<file path="src/rtl/bmdma_pkg.sv">
package bmdma_pkg;
  typedef enum logic [2:0] {
    SQ_IDLE, SQ_FETCH, SQ_WAIT, SQ_STRB, SQ_RECOV, SQ_END
  } seq_state_t;
endpackage

</file>
<file path="src/rtl/bmdma_timing_sel.sv">
module bmdma_timing_sel #(
  parameter int TW = 3
) (
  input  logic          clk,
  input  logic          rst,
  input  logic          fast_en,
  input  logic [TW-1:0] slow_assert,
  input  logic [TW-1:0] slow_recov,
  input  logic [TW-1:0] fast_assert,
  input  logic [TW-1:0] fast_recov,
  output logic [TW-1:0] asrt_q,
  output logic [TW-1:0] recov_q
);
  always_ff @(posedge clk) begin
    if (rst) begin
      asrt_q  <= TW'(1);
      recov_q <= TW'(1);
    end else begin
      asrt_q  <= fast_en ? fast_assert : slow_assert;
      recov_q <= fast_en ? fast_recov  : slow_recov;
    end
  end

  p_sel_r3: assert property (@(posedge clk) disable iff (rst)
    fast_en |=> (asrt_q == $past(fast_assert)));
endmodule

</file>
<file path="src/rtl/bmdma_lb_count.sv">
module bmdma_lb_count #(
  parameter int LB_DEPTH = 4
) (
  input  logic clk,
  input  logic rst,
  input  logic fill,
  input  logic drain,
  output logic full,
  output logic nonempty
);
  localparam int LBW = $clog2(LB_DEPTH + 1);
  logic [LBW-1:0] cnt;
  logic do_fill, do_drain;

  assign do_fill  = fill && (cnt != LBW'(LB_DEPTH));
  assign do_drain = drain && (cnt != '0);

  always_ff @(posedge clk) begin
    if (rst) cnt <= '0;
    else if (do_fill && !do_drain) cnt <= cnt + 1'b1;
    else if (do_drain && !do_fill) cnt <= cnt - 1'b1;
  end

  assign full     = (cnt == LBW'(LB_DEPTH));
  assign nonempty = (cnt != '0);

  p_lb_bound_r10: assert property (@(posedge clk) disable iff (rst)
    cnt <= LBW'(LB_DEPTH));
  p_lb_no_lost_fill_r10: assert property (@(posedge clk) disable iff (rst)
    full |-> !fill);
endmodule

</file>
<file path="src/rtl/bmdma_status.sv">
module bmdma_status (
  input  logic clk,
  input  logic rst,
  input  logic start_go,
  input  logic done_eot,
  input  logic dev_irq,
  input  logic irq_clr,
  input  logic lb_nonempty,
  output logic sts_active,
  output logic sts_irq,
  output logic rd_retry
);
  always_ff @(posedge clk) begin
    if (rst) begin
      sts_active <= 1'b0;
      sts_irq    <= 1'b0;
      rd_retry   <= 1'b0;
    end else begin
      if (start_go)      sts_active <= 1'b1;
      else if (done_eot) sts_active <= 1'b0;
      if (dev_irq)       sts_irq <= 1'b1;
      else if (irq_clr)  sts_irq <= 1'b0;
      rd_retry <= lb_nonempty && (!sts_active || sts_irq);
    end
  end

  p_start_r1: assert property (@(posedge clk) disable iff (rst)
    start_go |=> sts_active);
  p_irq_set_r9: assert property (@(posedge clk) disable iff (rst)
    dev_irq |=> sts_irq);
  p_irq_clr_r9: assert property (@(posedge clk) disable iff (rst)
    (irq_clr && !dev_irq) |=> !sts_irq);
  p_done_r8: assert property (@(posedge clk) disable iff (rst)
    (done_eot && !start_go) |=> !sts_active);
endmodule

</file>
<file path="src/rtl/bmdma_seq.sv">
module bmdma_seq #(
  parameter int CW       = 16,
  parameter int TW       = 3,
  parameter int LB_DEPTH = 4
) (
  input  logic          clk,
  input  logic          rst,
  input  logic          start,
  input  logic          to_mem,
  input  logic          fast_dma_en,
  input  logic [TW-1:0] slow_assert,
  input  logic [TW-1:0] slow_recov,
  input  logic [TW-1:0] fast_assert,
  input  logic [TW-1:0] fast_recov,
  output logic          desc_req,
  input  logic          desc_valid,
  input  logic [CW-1:0] desc_words,
  input  logic          desc_eot,
  input  logic          dmarq,
  input  logic          dev_irq,
  input  logic          irq_clr,
  input  logic          lb_drain,
  output logic          rd_strobe,
  output logic          wr_strobe,
  output logic          dma_ack,
  output logic          sts_active,
  output logic          sts_irq,
  output logic          rd_retry
);
  import bmdma_pkg::*;

  seq_state_t    state;
  logic [TW-1:0] asrt_q, recov_q, tmr;
  logic [CW-1:0] remain;
  logic          eot_q, dir_q, go_on, drop_pend;
  logic          lb_full, lb_nonempty;
  logic          start_go, done_eot, word_done, strb_any;

  assign start_go  = start && (state == SQ_IDLE);
  assign done_eot  = (state == SQ_END) && eot_q;
  assign word_done = (state == SQ_STRB) && (tmr == '0);
  assign strb_any  = rd_strobe || wr_strobe;

  bmdma_timing_sel #(.TW(TW)) u_tsel (
    .clk(clk), .rst(rst), .fast_en(fast_dma_en),
    .slow_assert(slow_assert), .slow_recov(slow_recov),
    .fast_assert(fast_assert), .fast_recov(fast_recov),
    .asrt_q(asrt_q), .recov_q(recov_q)
  );

  bmdma_lb_count #(.LB_DEPTH(LB_DEPTH)) u_lb (
    .clk(clk), .rst(rst), .fill(word_done && dir_q), .drain(lb_drain),
    .full(lb_full), .nonempty(lb_nonempty)
  );

  bmdma_status u_sts (
    .clk(clk), .rst(rst), .start_go(start_go), .done_eot(done_eot),
    .dev_irq(dev_irq), .irq_clr(irq_clr), .lb_nonempty(lb_nonempty),
    .sts_active(sts_active), .sts_irq(sts_irq), .rd_retry(rd_retry)
  );

  always_ff @(posedge clk) begin
    if (rst) begin
      state     <= SQ_IDLE;
      desc_req  <= 1'b0;
      rd_strobe <= 1'b0;
      wr_strobe <= 1'b0;
      dma_ack   <= 1'b0;
      tmr       <= '0;
      remain    <= '0;
      eot_q     <= 1'b0;
      dir_q     <= 1'b0;
      go_on     <= 1'b0;
      drop_pend <= 1'b0;
    end else begin
      case (state)
        SQ_IDLE: if (start) begin
          dir_q    <= to_mem;
          desc_req <= 1'b1;
          state    <= SQ_FETCH;
        end
        SQ_FETCH: if (desc_valid) begin
          remain   <= desc_words;
          eot_q    <= desc_eot;
          desc_req <= 1'b0;
          state    <= SQ_WAIT;
        end
        SQ_WAIT: begin
          if (remain == '0) begin
            state <= SQ_END;
          end else if (dmarq && !(dir_q && lb_full)) begin
            dma_ack   <= 1'b1;
            rd_strobe <= dir_q;
            wr_strobe <= !dir_q;
            tmr       <= asrt_q - TW'(1);
            state     <= SQ_STRB;
          end
        end
        SQ_STRB: begin
          if (tmr == '0) begin
            rd_strobe <= 1'b0;
            wr_strobe <= 1'b0;
            remain    <= remain - CW'(1);
            go_on     <= dmarq && (remain != CW'(1));
            drop_pend <= !dmarq || (remain == CW'(1));
            tmr       <= recov_q - TW'(1);
            state     <= SQ_RECOV;
          end else begin
            tmr <= tmr - TW'(1);
          end
        end
        SQ_RECOV: begin
          if (drop_pend) begin
            dma_ack   <= 1'b0;
            drop_pend <= 1'b0;
          end
          if (tmr == '0) begin
            if (remain == '0) begin
              state <= SQ_END;
            end else if (go_on && !(dir_q && lb_full)) begin
              rd_strobe <= dir_q;
              wr_strobe <= !dir_q;
              tmr       <= asrt_q - TW'(1);
              state     <= SQ_STRB;
            end else begin
              state <= SQ_WAIT;
            end
          end else begin
            tmr <= tmr - TW'(1);
          end
        end
        SQ_END: begin
          if (eot_q) begin
            state <= SQ_IDLE;
          end else begin
            desc_req <= 1'b1;
            state    <= SQ_FETCH;
          end
        end
        default: state <= SQ_IDLE;
      endcase
    end
  end

  p_strobe_excl_r4: assert property (@(posedge clk) disable iff (rst)
    !(rd_strobe && wr_strobe));
  p_ack_cover_r6: assert property (@(posedge clk) disable iff (rst)
    strb_any |-> dma_ack);
  p_ack_drop_r5: assert property (@(posedge clk) disable iff (rst)
    ($fell(strb_any) && !$past(dmarq)) |=> !dma_ack);
  p_no_strobe_idle_r8: assert property (@(posedge clk) disable iff (rst)
    !sts_active |-> !strb_any);
  p_full_hold_r10: assert property (@(posedge clk) disable iff (rst)
    $rose(rd_strobe) |-> !$past(lb_full));
endmodule

</file>
<file path="config.mk">
export PLATFORM = sky130hd
export DESIGN_NAME = bmdma_seq
export DESIGN_NICKNAME = d
export VERILOG_FILES = /design/src/rtl/bmdma_pkg.sv /design/src/rtl/bmdma_timing_sel.sv /design/src/rtl/bmdma_lb_count.sv /design/src/rtl/bmdma_status.sv /design/src/rtl/bmdma_seq.sv
export SDC_FILE = /design/constraint.sdc
export NUM_CORES = 1
export LEC_CHECK = 0
export ABC_AREA = 1
export CORE_ASPECT_RATIO = 1.2
export CORE_MARGIN = 3
export CORE_UTILIZATION = 60
export CTS_BUF_LIST = sky130_fd_sc_hd__clkbuf_4
export DETAILED_ROUTE_END_ITERATION = 10
export DONT_BUFFER_PORTS = 1
export HOLD_SLACK_MARGIN = 0.08
export MAX_ROUTING_LAYER = met4
export PLACE_DENSITY_LB_ADDON = 0.1
export SETUP_SLACK_MARGIN = 0.15
export SLEW_MARGIN = 15
export SYNTH_ARGS = -nofsm -noshare
export SYNTH_HDL_FRONTEND = slang
export SYNTH_SLANG_ARGS = --single-unit
</file>
<file path="constraint.sdc">
create_clock -name clk -period 3.3 [get_ports clk]
set_input_delay 0.33 -clock clk [delete_from_list [all_inputs] [get_ports clk]]
set_output_delay 0.33 -clock clk [all_outputs]
set_load 0.05 [all_outputs]
</file>
==> results.md <==
- Final HPWL from detailed placement: 4330 µm
- Share of total power in the clock network: between 10% and 20%
- FF+latch count, synth: 42
- Cts bufs inserted: 5
- Post-synthesis instance area: ~0.0028 mm²
- Crit Path Max Fanout: 23
- # setup viols final: 0
- Wirelength per Cell: 12.8 µm
- Area fraction in compound gates after synthesis: between 15 and 20%
- Clk sink count: 42
- Setup Buffers After CTS: 0
- Gate count after technology mapping: approximately 400
- Synth-to-Final Area Change: 3.08%
- Number of flops mapped to enable cells by yosys: 0
- Worst Setup Start Kind: flop
- Max IR drop VDD: between 600 and 700 µV
- Detailed Route WL: 5950 µm
- Hold endpoint: u_tsel.recov_q[0]
- Fraction of the yosys area taken by sequential cells: a little under a third
- Library cells used by synthesis: 39
- Data arrival time at the worst-slack endpoint: 2.97 ns
- Worst endpoint required time: around 3.6 ns
- Cell Count, Final, Fillers Out: 466
- Unrepaired setup endpoints after global routing: no
- Vias in the first global route: approximately 2300
- Ranking of synthesized cells by area: sky130_fd_sc_hd__dfxtp_1, sky130_fd_sc_hd__nand2_1, sky130_fd_sc_hd__nor2_1, sky130_fd_sc_hd__o21ai_0, sky130_fd_sc_hd__inv_1
- Switching share of power: between 50% and 60%
- Cell accounting for the most synthesized area: sky130_fd_sc_hd__dfxtp_1
- Syn avg cell area: roughly 6.7 µm²
- CTS tree: yes
- Library cell with the highest instance count after synthesis: sky130_fd_sc_hd__nand2_1
- Dominant register cell in the synthesized netlist: sky130_fd_sc_hd__dfxtp_1
- Slew at the pin with the worst max-slew slack: 0.891 ns
- Top cells by count, synth: sky130_fd_sc_hd__nand2_1, sky130_fd_sc_hd__nor2_1, sky130_fd_sc_hd__dfxtp_1, sky130_fd_sc_hd__inv_1, sky130_fd_sc_hd__o21ai_0
- Die width: between 60 and 70 µm
- Slowest cell on the critical path: sky130_fd_sc_hd__dfxtp_1
- 1st-iter DRT viols: about 140
- Parity-gate share of the synthesized area counting xor and xnor cells: less than 1%
- Start point of the worst hold path: slow_recov[0]
- Fraction of synthesized area in multiplexers: 0%
- Startpoint of the lowest-slack register-to-register path: state[0]
- Place WS: just over 0.6 ns
- CTS Hold Buffers Added: 2
- Highest clock frequency the design can meet: about 370 MHz
- Routability cong.: 0.886
- Dpl cells: 456
- Number of warnings printed during yosys synthesis: 0
- Antenna Diode Count: 0
- Period utilization: between 80% and 90%
- R2R Setup Slk: about 0.58 ns
- Simple-gate share of the synthesized area: between 30% and 40%
- IO Port Bufs: 0
- Power Dens Cells: 966 mW/mm²
- Reg2reg path depth: 11
- Relative slew slack: roughly 40%
- Static power due to leakage: 1.28 nW
- Psw: approximately 0.0014 W
- Number of iterations in the first detailed-routing pass: 4
- Buffer type at the clock tree root: sky130_fd_sc_hd__clkbuf_4
- Cell row count: 26
- Total Routing Usage GR: 24.3%
- Largest net degree at the start of global routing: 24
- Setup skew after layout: 0.0101 ns
- Max-slew violation count: 0
- Effective utilization at floorplan: 63.3%
- Shortest clock period the worst path allows after layout: about 2.7 ns
- Run status: finished clean
- Maximum buffer depth of the clock tree: 2
- Die outline area: ~0.0055 mm²
- Type of destination of the critical path: flop
- Timing startpoint of the critical path: state[0]
- Internal power of the cells: approximately 0.0013 W
- Count of unresolved DRC violations after routing: 0
- Critical path start-end classification: reg2reg
- Top cell type's share of synthesized area: a little under a third
- Total of cells resized after clock tree synthesis: 0
- Number of instances on the worst hold path: 2
- Crit path top cell by count: sky130_fd_sc_hd__a21oi_1
- Hold crit path type: in2reg
- Adder-cell share of the synthesized area: around 3.9%
- Fraction of final layout cells sized beyond drive strength 1: approximately 12%
- Worst setup margin: 0.581 ns
- Total Neg Setup Slack: 0 ns
- Number of top-level design ports: 46
- Number of levels in the clock H-tree: 2
- Capture instance of the worst register-to-register path: u_lb.cnt[2]
- Number of nets still failing antenna checks after routing: 0
- Clk_lat worst skew: about 0.35 ns
- Area inside the core boundary: ~0.0044 mm²
- Number of vias in the routed layout: about 2500
- Initial antenna violation count: 0
- Vertical extent of the die: about 80 µm
- CTS clk-pin slew, worst paths: between 0.1 and 0.15 ns
- Overflow after GRT: 0
- Avg Vias per Cell: approximately 5.3
- Async SR Flop Fraction: 0%
- Final hold viol count: 0
- Power share of the sequential group: between 30% and 40%
- Net Count, Synth: ~460
- Wire length of the first global-routing pass: approximately 10000 µm
- Max-Cap Viols: 0
- Cells traversed along the worst timing path: nand3_4 > nor2_1 > nand2_1 > a21oi_1 > ha_1 > inv_1 > fa_1 > a21oi_1 > o21ai_0 > o21ai_0 > a21oi_1
- Critical path buffers and inverters: 1
- Main combinational cell family by area after synthesis: simple AND/OR/NAND/NOR gates
- Worst path max stage delay: 0.65 ns
- Number of nets in the layout: approximately 460
- Family of cells with the greatest summed delay on the critical path: simple AND/OR/NAND/NOR gates
- Combinational power share: a little over half
[cell usage in the layout (no fill, tap or decap), drive strengths merged, types with 3 or more instances in the layout]
master / instances
dfxtp: 42
nor3: 5
o21ai: 38
nor2: 81
inv: 49
nand4: 3
nand3: 31
nand2: 96
a21oi: 34
nand3b: 4
ha: 7
clkbuf: 7
[worst register-to-register path: cells and delay by family, from the launching register on]
| kind | cells | cell delay [ns] |
|---|---|---|
| compound gates | 5 | 0.64 |
| fa+ha+maj | 2 | 0.54 |
| buf+inv | 1 | 0.07 |
| flops | 1 | 0.65 |
| simple gates | 3 | 0.73 |
[routing by layer]
metal	track usage [%]	share of wire [%]
met5	-	0
met4	5.96	1.3
met3	5.59	6.1
met2	41.3	49
met1	28.7	44
[layout make-up]
| class | instances | area [µm²] |
|---|---|---|
| multi-input combinational | 309 | 1650 |
| fill | 416 | 1510 |
| sequential | 42 | 841 |
| inverter | 49 | 186 |
| tap | 56 | 70.1 |
| clock buffer | 7 | 52.6 |
| clock inverter | 1 | 30.0 |
| timing repair buffer | 2 | 20.0 |
[registers in the layout (all words and copies together), names as in the netlist, 3 cells and up]
| signal | flops |
|---|---|
| remain | 16 |
| state | 3 |
| tmr | 3 |
| u_lb.cnt | 3 |
| u_tsel.asrt_q | 3 |
| u_tsel.recov_q | 3 |
[metrics by stage]
step / cell area, µm² / power (W) / util [%] / hold WS, ns
after floorplan: 2760 / 0.00218 / - / 0.440
final: 2850 / 0.00275 / 65.3 / 0.0932
after CTS: 2850 / 0.00276 / 65.3 / 0.0828
after global placement: 2740 / 0.00236 / 62.9 / 0.400
after detailed placement: 2740 / 0.00241 / 62.9 / 0.400
after global routing: 2850 / 0.00301 / 65.3 / 0.0911
[kinds of logic after synthesis]
family	after synthesis
AND/OR/NAND/NOR	221
AO/OA/AOI/OAI	77
buffers and inverters	61
flip-flops	42
adder cells (fa/ha/maj)	8
XOR/XNOR	3
[how the worst max path moves through the flow]
| stage | slack [ns] | cells past startpoint | to |
|---|---|---|---|
| after floorplan | 0.93 | 14 | u_lb.cnt[2] |
| after global placement | 0.74 | 11 | u_lb.cnt[2] |
| after detailed placement | 0.62 | 14 | u_lb.cnt[2] |
| after CTS | 0.60 | 11 | u_lb.cnt[2] |
| after global routing | 0.31 | 14 | u_lb.cnt[2] |
| final | 0.58 | 11 | u_lb.cnt[2] |
[power by group through the flow]
stage	sequential, W	clock [W]	combinational (W)
after floorplan	0.000895	0	0.00129
after global placement	0.000949	0	0.00141
after detailed placement	0.000958	0	0.00145
after CTS	0.000946	0.000352	0.00146
after global routing	0.000972	0.000371	0.00167
final	0.000948	0.000345	0.00146
Power figures use the tool's default switching activity.
